[src/rtl/corr_predictor.sv]
module corr_predictor #(
  parameter int PCW    = 32,
  parameter int IDXW   = 4,
  parameter int HISTW  = 2,
  parameter int PC_LSB = 2
) (
  input  logic             clk,
  input  logic             rst_n,
  input  logic [PCW-1:0]   lk_pc,
  output logic             lk_taken,
  output logic [HISTW-1:0] lk_hist,
  input  logic             rs_valid,
  input  logic [PCW-1:0]   rs_pc,
  input  logic             rs_taken,
  input  logic [HISTW-1:0] rs_hist
);
  localparam int SELW  = HISTW + IDXW;
  localparam int SLOTS = 1 << SELW;

  logic [HISTW-1:0]       ghr;
  logic [SLOTS-1:0][1:0]  cnt;
  logic [SELW-1:0]        lk_sel, rs_sel;
  logic [1:0]             cur;

  assign lk_sel   = {ghr, lk_pc[PC_LSB +: IDXW]};
  assign rs_sel   = {rs_hist, rs_pc[PC_LSB +: IDXW]};
  assign cur      = cnt[rs_sel];
  assign lk_taken = cnt[lk_sel][1];
  assign lk_hist  = ghr;

  always_ff @(posedge clk) begin
    if (!rst_n) begin
      ghr <= '0;
      for (int i = 0; i < SLOTS; i++) cnt[i] <= 2'd1;
    end else if (rs_valid) begin
      ghr <= {ghr[HISTW-2:0], rs_taken};
      if (rs_taken && cur != 2'd3)
        cnt[rs_sel] <= cur + 2'd1;
      else if (!rs_taken && cur != 2'd0)
        cnt[rs_sel] <= cur - 2'd1;
    end
  end
endmodule

[config.mk]
export PLATFORM = sky130hd
export DESIGN_NAME = corr_predictor
export DESIGN_NICKNAME = d
export VERILOG_FILES = /design/src/rtl/corr_predictor.sv
export SDC_FILE = /design/constraint.sdc
export NUM_CORES = 1
export LEC_CHECK = 0
export ABC_CLOCK_PERIOD_IN_PS = 5200
export BUFFER_PORTS_ARGS = -buffer_cell sky130_fd_sc_hd__buf_4
export CAP_MARGIN = 20
export CORE_MARGIN = 10
export CORE_UTILIZATION = 30
export CTS_CLUSTER_DIAMETER = 100
export DETAILED_ROUTE_END_ITERATION = 8
export GPL_TIMING_DRIVEN = 0
export PLACE_DENSITY_LB_ADDON = 0.08
export SYNTH_ARGS = -nofsm -noshare
export SYNTH_HDL_FRONTEND = slang
export SYNTH_SLANG_ARGS = --single-unit
export TNS_END_PERCENT = 50
[constraint.sdc]
create_clock -name clk -period 5.2 [get_ports clk]
set_input_delay 1.04 -clock clk [delete_from_list [all_inputs] [get_ports clk]]
set_output_delay 1.04 -clock clk [all_outputs]
set_load 0.02 [all_outputs]
==> impl_metrics.toml <==
[routing]
avgViaCountPerCell = 6.11
wl_um = 31600
dr_total_vias = 7176
wl_per_cell_um = 26.9
first_iter_violations = 914
drt_first_pass_iters = 6
drc = 0
antenna_left = 0

[synthesis]
synth_edf_count = 0
yosysSeqAreaShare_pct = 37.5
yosysMostFrequentCell = "dfxtp_1"
yosys.cell_types.count = 54
ys_ff_latch = 130
synth_area_mm2 = 0.00694
syn_nets = 893
async_flop_share_pct = 0
synth_area_leader_cell = "dfxtp_1"
synthTopCellsByCount = "130 x dfxtp_1, 126 x o21ai_0, 104 x nand2_1, 71 x nor2_1, 68 x clkbuf_1"
synth_top_area_share_pct = 37.5
synth_top_cells_by_area = "dfxtp_1 38%, o21ai_0 9.1%, mux4_2 7.1%"
yosys_warnings = 0
synth_ff_type = "dfxtp_1"
syn_avg_cell_area_um2 = 8.45
synth_cells = 821

[hold_path]
hold_class = "reg2reg"
hold_depth = 2

[power_and_ir_drop]
fin_total_pwr_mw = 2.72
power.share.switching_pct = 28.1
peakVddDrop_mv = 0.140
p_int_mw = 1.96
p_per_area_mw_per_mm2 = 330
p_seq_share_pct = 37.0
combinationalPowerShare_pct = 12.9
p_clk_share_pct = 50.1
p_leak_nw = 2.68
netSwitchingPower_mw = 0.765

[global_route]
grt_pass1_vias = 7054
grt_max_degree = 17
antenna_found_initial = 0
grt_first_pass_wirelength_um = 46300
overflow = 0
track_usage_pct = 21.5

[floorplanning]
initial_utilization_pct = 30.5
pin_count = 73
coreArea_mm2 = 0.0227
rows = 55
dieArea_mm2 = 0.0296
fp.dieH_um = 172
die_x_um = 172

[timing]
fin_hold_ws_ps = 489
slew_headroom_pct = 34.5
fin_crit_sh_pct = 96.0
finalMaxSlewViolations = 0
setup_violations = 0
clock_skew_ps = 13.4
fmax_ghz = 0.200
finalHoldViolations = 0
rsz0062_at_grt = "false"
tightestPinTransition_ps = 982
min_period_ps = 4990

[place]
port_buffers = 8
place_congestion = 0.911
dpl.cell_count = 1115
dpl.hpwl_um = 21200

[clocking]
clock-sinks = 130
clkTransAtPathRegs_ps = 60
numCtsBuffers = 17
clk_latency_ps = 440
clock_path_buffers = 2
clock-root-buffer = "clkbuf_16"
cts_tree = "built"
htreeDepth = 4

[worst_setup_path]
reg2reg_depth = 12
arrival_ps = 5240
endpoint_kind = "flop"
crit_type = "in2reg"
cp.required_ps = 5450
start_kind = "input port"
crit_fanout = 10

[outcome]
status = "finished clean"

[final_layout]
area_growth_pct = 19.0
diodes = 0
layout-drive-gt1-share_pct = 15.3
nets = 948
fin_cells = 1174

[run]
cap_violations = 0
==> routing by layer <==
metal	vias to the layer above	wire (um)	part of all wire [%]	track usage (%)
li1	3137	-	-	-
met1	3572	14000	44	29.1
met2	396	14100	45	33.5
met3	71	2420	7.6	3.99
met4	0	1050	3.3	7.80
met5	-	0	0	0
==> critical path: stages <==
cell,delay (ps)
buf_4,130
buf_6,140
buf_2,220
inv_1,150
buf_2,420
mux2i_4,460
o221ai_1,270
or4_1,500
ha_1,260
mux2i_2,360
nand4_1,150
buf_4,220
clkbuf_1,430
o21ai_0,310
o311ai_0,160
==> kinds of logic after synthesis <==
| kind of cell | count (synthesis) | share of synthesized area (%) |
|---|---|---|
| compound gates | 289 | 28.0 |
| fa+ha+maj | 2 | 0.361 |
| mux | 53 | 11.9 |
| buf+inv | 94 | 6.10 |
| simple gates | 252 | 16.0 |
| flops | 130 | 37.5 |
| xor+xnor | 1 | 0.126 |
==> layout by cell type, fill, tap and decap left out, drive strengths merged, types with 18 or more instances in the layout <==
cell and instances:
buf 59, dfxtp 130, a221oi 18, clkbuf 85, nand2 104, mux4 22
nand3 38, o21ai 126, nor2 71, o311ai 33, a21boi 64
==> power groups by stage <==
stage	registers [mW]	clock network [mW]	logic, mW
floorplan	1.03	0	0.188
global placement	1.03	0	0.322
detailed placement	1.03	0	0.326
CTS	1.01	1.36	0.336
global route	1.01	1.41	0.362
finish	1.01	1.36	0.351
==> layout make-up <==
type                       count  area (um^2)
buffer                        86          397
inverter                       5         18.8
multi-input combinational    597         3940
fill                        2423        14500
timing repair buffer          39          293
clock inverter                13          209
clock buffer                  19          443
tap                          285          357
sequential                   130         2600
==> worst paths after layout <==
kind,end,slack (ps),startpoint
worst max-delay path,flop,210,rs_pc[2]
worst min-delay path,flop,490,flop
worst max register to register,flop,1160,flop
worst min register to register,flop,490,flop
==> metrics by stage <==
step / instance area, um^2 / setup slack [ps] / utilization [%] / TNS (ps)
floorplan: 6940 / 880 / - / 0
global placement: 7350 / -1140 / 32.4 / -118900
detailed placement: 7360 / -1210 / 32.4 / -125100
CTS: 8230 / 47.0 / 36.3 / 0
global route: 8250 / 73.0 / 36.3 / 0
finish: 8250 / 210 / 36.3 / 0
==> timing repair <==
action	CTS	global route
resized for setup	1	14
hold buffers	0	0
pin swaps	8	1
setup buffers	29	1
gates cloned	0	0
setup endpoints to repair	128	124
No activity file was read; power rests on OpenSTA's default activity.
